**src/rtl/i2c_prf_pkg.sv**
```systemverilog
package i2c_prf_pkg;

    typedef enum logic [3:0] {
        ST_IDLE,
        ST_ADDR,
        ST_ADDR_ACK,
        ST_PTR,
        ST_PTR_ACK,
        ST_WDATA,
        ST_WDATA_ACK,
        ST_RDATA,
        ST_RDATA_ACK
    } prf_state_e;

    localparam logic [7:0] LOC_STAT  = 8'h00;
    localparam logic [7:0] LOC_ERR   = 8'h01;
    localparam logic [7:0] LOC_VER   = 8'h02;
    localparam logic [7:0] LOC_CTRL  = 8'h03;
    localparam logic [7:0] LOC_ACKH  = 8'h04;
    localparam logic [7:0] LOC_ACKL  = 8'h05;
    localparam logic [7:0] LOC_CFG   = 8'h06;
    localparam logic [7:0] LOC_DATA0 = 8'h07;

    // Pointer advance rule: location zero is sticky.
    function automatic logic [7:0] ptr_step(input logic [7:0] p);
        return (p == 8'h00) ? 8'h00 : p + 8'h01;
    endfunction

endpackage

```
**src/rtl/prf_line_sync.sv**
```systemverilog
module prf_line_sync #(
    parameter int STAGES = 2
) (
    input  logic clk,
    input  logic rst_n,
    input  logic scl_i,
    input  logic sda_i,
    output logic scl_rise,
    output logic scl_fall,
    output logic start_det,
    output logic stop_det,
    output logic sda_lvl
);

    logic [STAGES-1:0] scl_pipe;
    logic [STAGES-1:0] sda_pipe;
    logic              scl_prev;
    logic              sda_prev;
    logic              scl_now;
    logic              sda_now;

    generate
        if (STAGES == 1) begin : g_one
            always_ff @(posedge clk or negedge rst_n) begin
                if (!rst_n) begin
                    scl_pipe <= '1;
                    sda_pipe <= '1;
                end else begin
                    scl_pipe <= scl_i;
                    sda_pipe <= sda_i;
                end
            end
        end else begin : g_multi
            always_ff @(posedge clk or negedge rst_n) begin
                if (!rst_n) begin
                    scl_pipe <= '1;
                    sda_pipe <= '1;
                end else begin
                    scl_pipe <= {scl_pipe[STAGES-2:0], scl_i};
                    sda_pipe <= {sda_pipe[STAGES-2:0], sda_i};
                end
            end
        end
    endgenerate

    assign scl_now = scl_pipe[STAGES-1];
    assign sda_now = sda_pipe[STAGES-1];

    always_ff @(posedge clk or negedge rst_n) begin
        if (!rst_n) begin
            scl_prev <= 1'b1;
            sda_prev <= 1'b1;
        end else begin
            scl_prev <= scl_now;
            sda_prev <= sda_now;
        end
    end

    always_comb begin
        scl_rise  = scl_now & ~scl_prev;
        scl_fall  = ~scl_now & scl_prev;
        start_det = scl_now & scl_prev & sda_prev & ~sda_now;
        stop_det  = scl_now & scl_prev & ~sda_prev & sda_now;
        sda_lvl   = sda_now;
    end

endmodule

```
**src/rtl/prf_target_fsm.sv**
```systemverilog
module prf_target_fsm
    import i2c_prf_pkg::*;
#(
    parameter logic [4:0] DEV_PREFIX = 5'b01101
) (
    input  logic       clk,
    input  logic       rst_n,
    input  logic [1:0] strap_i,
    input  logic       scl_rise,
    input  logic       scl_fall,
    input  logic       start_det,
    input  logic       stop_det,
    input  logic       sda_lvl,
    input  logic [7:0] rd_data,
    output prf_state_e state_o,
    output logic [7:0] ptr_o,
    output logic       wr_en,
    output logic [7:0] wr_addr,
    output logic [7:0] wr_data,
    output logic       sda_oe
);

    prf_state_e state_q, state_d;
    logic [3:0] bcnt_q;
    logic [7:0] shift_q;
    logic [7:0] tx_q;
    logic [7:0] ptr_q;
    logic       rw_q;
    logic       host_ack_q;
    logic       byte_done;
    logic       addr_hit;
    logic       receiving;

    assign byte_done = (bcnt_q == 4'd8);
    assign addr_hit  = (shift_q[7:1] == {DEV_PREFIX, strap_i});
    assign receiving = (state_q == ST_ADDR) || (state_q == ST_PTR) || (state_q == ST_WDATA);

    // state register
    always_ff @(posedge clk or negedge rst_n) begin
        if (!rst_n) state_q <= ST_IDLE;
        else        state_q <= state_d;
    end

    // next state
    always_comb begin
        state_d = state_q;
        if (start_det) begin
            state_d = ST_ADDR;
        end else if (stop_det) begin
            state_d = ST_IDLE;
        end else begin
            unique case (state_q)
                ST_IDLE:      state_d = ST_IDLE;
                ST_ADDR:      if (scl_fall && byte_done) state_d = addr_hit ? ST_ADDR_ACK : ST_IDLE;
                ST_ADDR_ACK:  if (scl_fall) state_d = rw_q ? ST_RDATA : ST_PTR;
                ST_PTR:       if (scl_fall && byte_done) state_d = ST_PTR_ACK;
                ST_PTR_ACK:   if (scl_fall) state_d = ST_WDATA;
                ST_WDATA:     if (scl_fall && byte_done) state_d = ST_WDATA_ACK;
                ST_WDATA_ACK: if (scl_fall) state_d = ST_WDATA;
                ST_RDATA:     if (scl_fall && bcnt_q == 4'd7) state_d = ST_RDATA_ACK;
                ST_RDATA_ACK: if (scl_fall) state_d = host_ack_q ? ST_RDATA : ST_IDLE;
                default:      state_d = ST_IDLE;
            endcase
        end
    end

    // byte datapath
    always_ff @(posedge clk or negedge rst_n) begin
        if (!rst_n) begin
            bcnt_q     <= '0;
            shift_q    <= '0;
            tx_q       <= '0;
            ptr_q      <= '0;
            rw_q       <= 1'b0;
            host_ack_q <= 1'b0;
            wr_en      <= 1'b0;
            wr_addr    <= '0;
            wr_data    <= '0;
        end else begin
            wr_en <= 1'b0;
            if (start_det || stop_det) begin
                bcnt_q <= '0;
            end else if (scl_rise && receiving && !byte_done) begin
                shift_q <= {shift_q[6:0], sda_lvl};
                bcnt_q  <= bcnt_q + 4'd1;
            end else if (scl_rise && state_q == ST_RDATA_ACK) begin
                host_ack_q <= ~sda_lvl;
            end else if (scl_fall) begin
                case (state_q)
                    ST_ADDR: if (byte_done) rw_q <= shift_q[0];
                    ST_ADDR_ACK: begin
                        bcnt_q <= '0;
                        if (rw_q) tx_q <= rd_data;
                    end
                    ST_PTR: if (byte_done) ptr_q <= shift_q;
                    ST_PTR_ACK, ST_WDATA_ACK: bcnt_q <= '0;
                    ST_WDATA: if (byte_done) begin
                        wr_en   <= 1'b1;
                        wr_addr <= ptr_q;
                        wr_data <= shift_q;
                        ptr_q   <= ptr_step(ptr_q);
                    end
                    ST_RDATA: begin
                        if (bcnt_q == 4'd7) begin
                            ptr_q <= ptr_step(ptr_q);
                        end else begin
                            tx_q   <= {tx_q[6:0], 1'b0};
                            bcnt_q <= bcnt_q + 4'd1;
                        end
                    end
                    ST_RDATA_ACK: begin
                        bcnt_q <= '0;
                        tx_q   <= rd_data;
                    end
                    default: ;
                endcase
            end
        end
    end

    // outputs
    always_comb begin
        unique case (state_q)
            ST_ADDR_ACK, ST_PTR_ACK, ST_WDATA_ACK: sda_oe = 1'b1;
            ST_RDATA:                              sda_oe = ~tx_q[7];
            default:                               sda_oe = 1'b0;
        endcase
    end

    assign state_o = state_q;
    assign ptr_o   = ptr_q;

endmodule

```
**src/rtl/prf_reg_store.sv**
```systemverilog
module prf_reg_store
    import i2c_prf_pkg::*;
#(
    parameter int LAST_LOC = 'h19,
    localparam int DATA_W  = (LAST_LOC - 6) * 8
) (
    input  logic              clk,
    input  logic              rst_n,
    input  logic              wr_en,
    input  logic [7:0]        wr_addr,
    input  logic [7:0]        wr_data,
    input  logic [7:0]        rd_addr,
    input  logic [7:0]        stat_i,
    input  logic [7:0]        err_i,
    input  logic [7:0]        ver_i,
    output logic [7:0]        rd_data,
    output logic [7:0]        ctrl_o,
    output logic [7:0]        ackh_o,
    output logic [7:0]        ackl_o,
    output logic [7:0]        cfg_o,
    output logic [DATA_W-1:0] data_o
);

    localparam int FIRST_RW = int'(LOC_CTRL);
    localparam int NRW      = LAST_LOC - FIRST_RW + 1;
    localparam int NDATA    = LAST_LOC - int'(LOC_DATA0) + 1;
    localparam int DOFS     = int'(LOC_DATA0) - FIRST_RW;

    logic [7:0] rw_q [NRW];

    always_ff @(posedge clk or negedge rst_n) begin
        if (!rst_n) begin
            for (int i = 0; i < NRW; i++) rw_q[i] <= 8'h00;
        end else if (wr_en) begin
            for (int i = 0; i < NRW; i++)
                if (wr_addr == 8'(FIRST_RW + i)) rw_q[i] <= wr_data;
        end
    end

    always_comb begin
        rd_data = 8'hFF;
        if (rd_addr == LOC_STAT)     rd_data = stat_i;
        else if (rd_addr == LOC_ERR) rd_data = err_i;
        else if (rd_addr == LOC_VER) rd_data = ver_i;
        else begin
            for (int i = 0; i < NRW; i++)
                if (rd_addr == 8'(FIRST_RW + i)) rd_data = rw_q[i];
        end
    end

    assign ctrl_o = rw_q[int'(LOC_CTRL) - FIRST_RW];
    assign ackh_o = rw_q[int'(LOC_ACKH) - FIRST_RW];
    assign ackl_o = rw_q[int'(LOC_ACKL) - FIRST_RW];
    assign cfg_o  = rw_q[int'(LOC_CFG)  - FIRST_RW];

    generate
        for (genvar k = 0; k < NDATA; k++) begin : g_data
            assign data_o[k*8 +: 8] = rw_q[DOFS + k];
        end
    endgenerate

endmodule

```
**src/rtl/i2c_ptr_regfile.sv**
```systemverilog
module i2c_ptr_regfile
    import i2c_prf_pkg::*;
#(
    parameter logic [4:0] DEV_PREFIX  = 5'b01101,
    parameter int         LAST_LOC    = 'h19,
    parameter int         SYNC_STAGES = 2,
    localparam int        DATA_W      = (LAST_LOC - 6) * 8
) (
    input  logic              clk,
    input  logic              rst_n,
    input  logic              scl_i,
    input  logic              sda_i,
    output logic              sda_oe_o,
    input  logic [1:0]        strap_i,
    input  logic [7:0]        stat_i,
    input  logic [7:0]        err_i,
    input  logic [7:0]        ver_i,
    output logic [7:0]        ctrl_o,
    output logic [7:0]        ackh_o,
    output logic [7:0]        ackl_o,
    output logic [7:0]        cfg_o,
    output logic [DATA_W-1:0] data_o
);

    logic       scl_rise_w, scl_fall_w, start_w, stop_w, sda_lvl_w;
    logic       wr_en_w;
    logic [7:0] wr_addr_w, wr_data_w, ptr_w, rd_data_w;
    prf_state_e state_w;

    prf_line_sync #(.STAGES(SYNC_STAGES)) u_sync (
        .clk       (clk),
        .rst_n     (rst_n),
        .scl_i     (scl_i),
        .sda_i     (sda_i),
        .scl_rise  (scl_rise_w),
        .scl_fall  (scl_fall_w),
        .start_det (start_w),
        .stop_det  (stop_w),
        .sda_lvl   (sda_lvl_w)
    );

    prf_target_fsm #(.DEV_PREFIX(DEV_PREFIX)) u_fsm (
        .clk       (clk),
        .rst_n     (rst_n),
        .strap_i   (strap_i),
        .scl_rise  (scl_rise_w),
        .scl_fall  (scl_fall_w),
        .start_det (start_w),
        .stop_det  (stop_w),
        .sda_lvl   (sda_lvl_w),
        .rd_data   (rd_data_w),
        .state_o   (state_w),
        .ptr_o     (ptr_w),
        .wr_en     (wr_en_w),
        .wr_addr   (wr_addr_w),
        .wr_data   (wr_data_w),
        .sda_oe    (sda_oe_o)
    );

    prf_reg_store #(.LAST_LOC(LAST_LOC)) u_store (
        .clk     (clk),
        .rst_n   (rst_n),
        .wr_en   (wr_en_w),
        .wr_addr (wr_addr_w),
        .wr_data (wr_data_w),
        .rd_addr (ptr_w),
        .stat_i  (stat_i),
        .err_i   (err_i),
        .ver_i   (ver_i),
        .rd_data (rd_data_w),
        .ctrl_o  (ctrl_o),
        .ackh_o  (ackh_o),
        .ackl_o  (ackl_o),
        .cfg_o   (cfg_o),
        .data_o  (data_o)
    );

endmodule

```
**config.mk**
```make
export PLATFORM = sky130hd
export DESIGN_NAME = i2c_ptr_regfile
export DESIGN_NICKNAME = d
export VERILOG_FILES = /design/src/rtl/i2c_prf_pkg.sv /design/src/rtl/prf_line_sync.sv /design/src/rtl/prf_target_fsm.sv /design/src/rtl/prf_reg_store.sv /design/src/rtl/i2c_ptr_regfile.sv
export SDC_FILE = /design/constraint.sdc
export NUM_CORES = 1
export LEC_CHECK = 0
export BUFFER_PORTS_ARGS = -buffer_cell sky130_fd_sc_hd__buf_2
export CELL_PAD_IN_SITES_DETAIL_PLACEMENT = 0
export CELL_PAD_IN_SITES_GLOBAL_PLACEMENT = 1
export CORE_ASPECT_RATIO = 1.5
export CORE_MARGIN = 2
export CORE_UTILIZATION = 40
export CTS_BUF_LIST = sky130_fd_sc_hd__clkbuf_2 sky130_fd_sc_hd__clkbuf_4 sky130_fd_sc_hd__clkbuf_8
export DETAILED_ROUTE_END_ITERATION = 16
export PLACE_DENSITY_LB_ADDON = 0.12
export SYNTH_ARGS = -nofsm -noshare
export SYNTH_HDL_FRONTEND = slang
export SYNTH_SLANG_ARGS = --single-unit
```
**constraint.sdc**
```tcl
create_clock -name clk -period 2.6 [get_ports clk]
set_input_delay 0.13 -clock clk [delete_from_list [all_inputs] [get_ports clk]]
set_output_delay 0.13 -clock clk [all_outputs]
set_load 0.01 [all_outputs]
```
# Yosys cells after proc, flatten, opt, wreduce, memory -nomap -nowiden
# Cells that the tools add are included.
[classes] add_sub_neg=2 n_eq_ne=73 muxes=60 bitwise_logic=15 n_reduce_logical=48
[op_table] cell="8-bit two-way mux" n=32
[op_table] cell="8-bit by 5-bit equality test with 1-bit output (second input constant)" n=20
[op_table] cell="8-bit by 4-bit equality test with 1-bit output (second input constant)" n=16
[op_table] cell="8-bit by 3-bit equality test with 1-bit output (second input constant)" n=8
[op_table] cell="4-bit two-way mux" n=14
[op_table] cell="8-bit one-hot mux with 3 select lines" n=2
[op_table] cell="2-bit AND reduction" n=24
[op_table] cell="4-bit one-hot mux with 7 select lines" n=1
[op_table] cell="8-bit by 2-bit equality test with 1-bit output (second input constant)" n=3
[op_table] cell="4-bit by 3-bit equality test with 1-bit output (second input constant)" n=5
[op_table] cell="4-bit by 1-bit != test with 1-bit output (second input constant)" n=4
[op_table] cell="7-bit AND reduction" n=2
[op_table] cell="4-bit by 2-bit != test with 1-bit output (second input constant)" n=3
[op_table] cell="6-bit AND reduction" n=2
[op_table] cell="3-bit nonzero test" n=3
[op_table] cell="8-bit by 1-bit adder with 8-bit output (second input constant)" n=1
[op_table] cell="4-bit by 2-bit equality test with 1-bit output (second input constant)" n=2
[op_table] cell="4-bit equality test (second input constant)" n=2
[op_table] cell="8-bit by 1-bit equality test with 1-bit output (second input constant)" n=1
[op_table] cell="8-bit logical NOT" n=1
[op_table] cell="2-bit by 1-bit != test with 1-bit output (second input constant)" n=4
[op_table] cell="1-bit inverter" n=8
[op_table] cell="4-bit one-hot mux with 2 select lines" n=1
[op_table] cell="8-bit AND reduction" n=1
[op_table] cell="20 further kinds" n=38
[word_totals] ff_bits=241 inputBits=30 wordCells=235

# Depth between registers and ports, before layout
[logic_depth] ltp_word=29 depth_mapped=11 mapped_depth_nobuf=8

# By module
# Synthesis repeated with hierarchy kept, for this count alone.
[hier_totals] cells_unflattened=1079 area_unflattened_um2=12321.8
[by_module_without_submodules] module="prf_reg_store" n_inst=1 cells_each=803 area_per_inst_um2=9371.5 seq_area_each_um2=4604.4
[by_module_without_submodules] module="prf_target_fsm" n_inst=1 cells_each=266 area_per_inst_um2=2760.1 seq_area_each_um2=1276.2
[by_module_without_submodules] module="prf_line_sync" n_inst=1 cells_each=10 area_per_inst_um2=190.2 seq_area_each_um2=157.7

# Least setup slack after synthesis
# OpenSTA, ideal clock, no wires.
[synth_path] kind="flip-flop to flip-flop" from="register u_fsm.ptr_q[1], in the netlist u_fsm.ptr_o[1]" to="register u_fsm.tx_q[3]" setup_time_ns=0.140 t_arrival_ns=2.143 setup_slack_ns=0.317 stages_incl_launch_ff=11 path_buffers=3 synth_period_minus_slack_ns=2.283 cell_sequence="dfrtp_1 inv_1 ha_1 clkbuf_1 clkbuf_1 buf_1 a21oi_1 o32ai_1 a211oi_1 o41ai_1 o211ai_1"
[synth_between] elab_chain_len=29 elab_cells_between_ends=54 classes_between="eq/ne (25); mux (28); reduce/logical (1)"
[synth_lines] item="start, declared" line_no="prf_target_fsm.sv:27" rtl="logic [7:0] ptr_q;"
[synth_lines] item="start signal, assigned" line_no="prf_target_fsm.sv:95" rtl="ST_PTR: if (byte_done) ptr_q <= shift_q;"
[synth_lines] item="start signal, assigned" line_no="prf_target_fsm.sv:101" rtl="ptr_q <= ptr_step(ptr_q);"
[synth_lines] item="start signal, assigned" line_no="prf_target_fsm.sv:105" rtl="ptr_q <= ptr_step(ptr_q);"
[synth_lines] item="8-bit by 2-bit equality test with 1-bit output" line_no="prf_reg_store.sv:47" rtl="if (rd_addr == 8'(FIRST_RW + i)) rd_data = rw_q[i];"
[synth_lines] item="8-bit two-way mux (23 in series)" line_no="prf_reg_store.sv:47"
[synth_lines] item="8-bit two-way mux" line_no="prf_reg_store.sv:44" rtl="else if (rd_addr == LOC_VER) rd_data = ver_i;"
[synth_lines] item="8-bit two-way mux" line_no="prf_reg_store.sv:43" rtl="else if (rd_addr == LOC_ERR) rd_data = err_i;"
[synth_lines] item="8-bit two-way mux *" line_no="prf_reg_store.sv:42" rtl="if (rd_addr == LOC_STAT) rd_data = stat_i;"
[synth_lines] item="8-bit two-way mux" line_no="prf_target_fsm.sv:93" rtl="if (rw_q) tx_q <= rd_data;"
[synth_lines] item="8-bit one-hot mux with 3 select lines *" line_no="prf_target_fsm.sv:89" rtl="case (state_q)"
[synth_lines] item="end signal, assigned" line_no="prf_target_fsm.sv:93"
[synth_lines] item="end signal, assigned" line_no="prf_target_fsm.sv:107" rtl="tx_q <= {tx_q[6:0], 1'b0};"
[synth_lines] item="end signal, assigned" line_no="prf_target_fsm.sv:113" rtl="tx_q <= rd_data;"
[synth_lines] item="end, declared" line_no="prf_target_fsm.sv:26" rtl="logic [7:0] tx_q;"
# Every way passes the cells marked *; elsewhere a longest branch is shown, timed or not. The select of a mux whose other input is x is not followed.
# A chain may end at the register's enable or synchronous reset.

# Final worst setup path
[layout_path] from="register u_fsm.ptr_q[1], in the netlist u_fsm.ptr_o[1]" to="register u_fsm.tx_q[7]"
# The elaborated chain is that of the path after synthesis.

==> flow_metrics.py <==
metrics = {
    "cts": {
        "clockBufferDepth": 3,
        "clock_sinks": 241,
        "cts_tree": "done",
        "cts_buffers": 39,
        "htreeDepth": 2,
        "clk_latency_ns": 0.57,
        "clkTransAtPathRegs_ns": 0.06,
        "cts_root_buffer": "clkbuf_8",
    },
    "timing": {
        "worstMarginPinSlew_ns": 0.782,
        "hold-worst-slack_ns": 0.0301,
        "finalSetupViolCount": 1,
        "fin_crit_ns": 2.62,
        "finClkSkew_ns": 0.0258,
        "fmax_mhz": 382,
        "hold_viol": 0,
        "fin_setup_tns_ns": -0.0154,
        "layout_setup_ws_ns": -0.0154,
        "grt_setup_unrepaired": "yes",
        "drv_slew": 0,
        "maxSlewHeadroom_pct": 47.6,
        "fin_crit_sh_pct": 101,
    },
    "logic_synthesis": {
        "yosysSeqAreaShare_pct": 48.0,
        "synth_warnings": 0,
        "syn-num-nets": 1225,
        "synthArstFlopShare_pct": 100,
        "synth_area_leaders": "dfrtp_1 (47%), mux2_2 (18%), nand2_1 (3.1%)",
        "syn_area_per_cell_um2": 10.6,
        "synth.top_cell.area_share_pct": 46.7,
        "syn_area_um2": 12600,
        "ys_types": 75,
        "yosysTopAreaCell": "dfrtp_1",
        "synth_seq_cells": 241,
        "ys.flop_type": "dfrtp_1",
        "syn_inst": 1189,
        "synth_edf_count": 0,
    },
    "detailed_routing": {
        "viasPerCell": 5.96,
        "vias": 11461,
        "wl_um": 54100,
        "drtIter0Drc": 887,
        "post_drt_wl_per_cell_um": 28.1,
        "drc_errors": 0,
        "firstDrtPassIters": 6,
        "drtAntennaViolNets": 0,
    },
    "grt": {
        "first_global_vias": 11366,
        "grt.overflow.total": 0,
        "grt_pass1_wl_um": 78200,
        "grt_max_degree": 74,
        "track_usage_pct": 32.4,
        "antenna_found_initial": 1,
    },
    "placed_design": {
        "post-dp-hpwl_um": 40400,
        "placed_cells": 1849,
        "portBuffers": 214,
        "place.gp.congestion": 0.989,
        "dpl_cell_area_um2": 14900,
    },
    "outcome": {
        "status": "finished with violations",
        "violations": "setup timing",
    },
    "pwr": {
        "p_leak_uw": 0.00786,
        "total_power_uw": 12300,
        "ir_drop_mv": 0.466,
        "power.density_nw_per_um2": 775,
    },
    "worst_setup_path": {
        "cp-start-kind": "flip-flop",
        "slowest_delay_ns": 0.45,
        "path_buf_inv": 4,
        "crit_slowest_cell": "dfrtp_2",
        "path_max_fanout": 23,
        "worstPathArrival_ns": 3.04,
        "crit_top_cell": "o211ai_1",
        "crit_type": "flip-flop to flip-flop",
        "crit_family": "compound AO/OA/AOI/OAI gates",
        "worstPathCellList": "inv_1, ha_2, buf_12, buf_6, nand2b_1, o22ai_1, o211ai_1, a31oi_1, o211ai_1, buf_4, a22oi_1",
        "endpoint_kind": "flip-flop",
        "cp.required_ns": 3.02,
    },
    "cells_and_area": {
        "finalInstanceArea_um2": 15900,
        "area_growth_pct": 26.6,
        "layout_commonest_cell": "dfrtp_1",
        "final_cell_mix": "dfrtp_1 (232), buf_2 (213), mux2_2 (202), buf_4 (118), nand2_1 (105)",
        "nets": 1530,
        "drive_above_1_share_pct": 43.3,
        "instances_no_fill": 1924,
        "n_antenna_cell": 0,
    },
    "job": {
        "maxCapViolations": 0,
    },
    "die": {
        "io_pins": 215,
        "initial_core_util_pct": 40.5,
        "fp-row-count": 79,
        "die_h_um": 221,
        "core-area_um2": 31000,
        "die_area_um2": 32900,
        "fp.dieW_um": 149,
    },
    "hold_path": {
        "hold_class": "input pin to flip-flop",
    },
}
==> cell type report <==
| class | instances | area [µm²] |
|---|---|---|
| Clock buffer | 57 | 747 |
| Timing Repair Buffer | 349 | 2260 |
| Multi-Input combinational cell | 830 | 6170 |
| Clock inverter | 9 | 72.6 |
| Tap cell | 405 | 507 |
| Fill cell | 2981 | 15100 |
| Sequential cell | 241 | 6040 |
| Inverter | 33 | 128 |
==> logic make-up after synthesis <==
| group | share of synthesized area [%] |
|---|---|
| compound gates | 13.9 |
| xor+xnor | 0.279 |
| fa+ha+maj | 0.597 |
| buf+inv | 3.82 |
| flops | 48.0 |
| mux | 18.4 |
| simple gates | 15.0 |
==> per-layer routing <==
metal	wire length (µm)	part of all wire [%]	track usage, %	up-vias
met4	2500	4.6	13.4	0
met2	27800	51	57.5	468
met3	2750	5.1	3.73	129
met1	21000	39	39.8	5882
li1	-	-	-	4982
met5	0	0	0	-
==> path summary, 6_finish.rpt <==
kind / depth (start not counted) / to / startpoint / slack [ns]
max reg2reg: 11 / u_fsm.tx_q[7] / u_fsm.ptr_o[1] / -0.02
max in group asynchronous: 3 / u_sync.sda_pipe[0] / rst_n / 1.64
min reg2reg: 0 / u_sync.scl_pipe[1] / u_sync.scl_pipe[0] / 0.35
min in group asynchronous: 2 / u_store.data_o[19] / rst_n / 0.15
max: 11 / u_fsm.tx_q[7] / u_fsm.ptr_o[1] / -0.02
min: 3 / u_fsm.tx_q[7] / err_i[7] / 0.03
==> where the power goes <==
group          internal, µW  switching [µW]  leakage [µW]
clock                  1940            1570      0.000436
combinational          1750            2820       0.00412
sequential             3980             289       0.00330
total                  7670            4670       0.00786
==> sequential cells by signal (all words and copies together) (netlist names), 4 cells and up <==
register / flops
u_store.ackh_o: 8
u_fsm.state_o: 4
u_store.cfg_o: 8
u_fsm.ptr_o: 8
u_fsm.shift_q: 8
u_fsm.wr_addr: 8
u_store.data_o: 152
u_fsm.bcnt_q: 4
u_fsm.wr_data: 8
u_fsm.tx_q: 8
u_store.ctrl_o: 8
u_store.ackl_o: 8
==> synth_stat cells, types with 8 or more instances <==
library cell / instances
a31oi_1: 13
o22ai_1: 19
nand4_1: 13
nor2_1: 48
o221ai_1: 8
o211ai_1: 20
a21oi_1: 63
mux2_2: 202
nand3b_1: 20
clkbuf_1: 62
o21ai_0: 60
nand2_1: 105
a211oi_1: 16
dfrtp_1: 235
inv_1: 32
nand2b_1: 18
nor3_1: 18
or3_1: 9
buf_2: 15
nor3b_1: 11
nor2b_1: 25
and3_1: 10
nand3_1: 32
==> metrics by stage <==
step	util, %	setup WS, ns
global placement	48.0	-0.308
detailed placement	48.0	-0.328
finish	51.3	-0.0154
global route	51.3	-0.0345
CTS	50.9	0.0173
floorplan	-	0.317
==> worst register-to-register path: stages (launching register included) <==
cell and delay (ns):
dfrtp_2 0.45, inv_1 0.15, ha_2 0.27, buf_12 0.19
buf_6 0.20, nand2b_1 0.12, o22ai_1 0.07, o211ai_1 0.24
a31oi_1 0.17, o211ai_1 0.41, buf_4 0.18, a22oi_1 0.06
==> timing repair <==
item                                   in CTS  in global routing
pin swaps                                   1                  6
gates resized for setup                    13                 15
setup endpoints to repair                   6                  8
hold buffers                                4                  0
endpoints found under the hold margin      71                  0
buffers inserted                            0                  4
cloned                                      0                  1
Note: power is estimated with default switching activity, not from simulation.
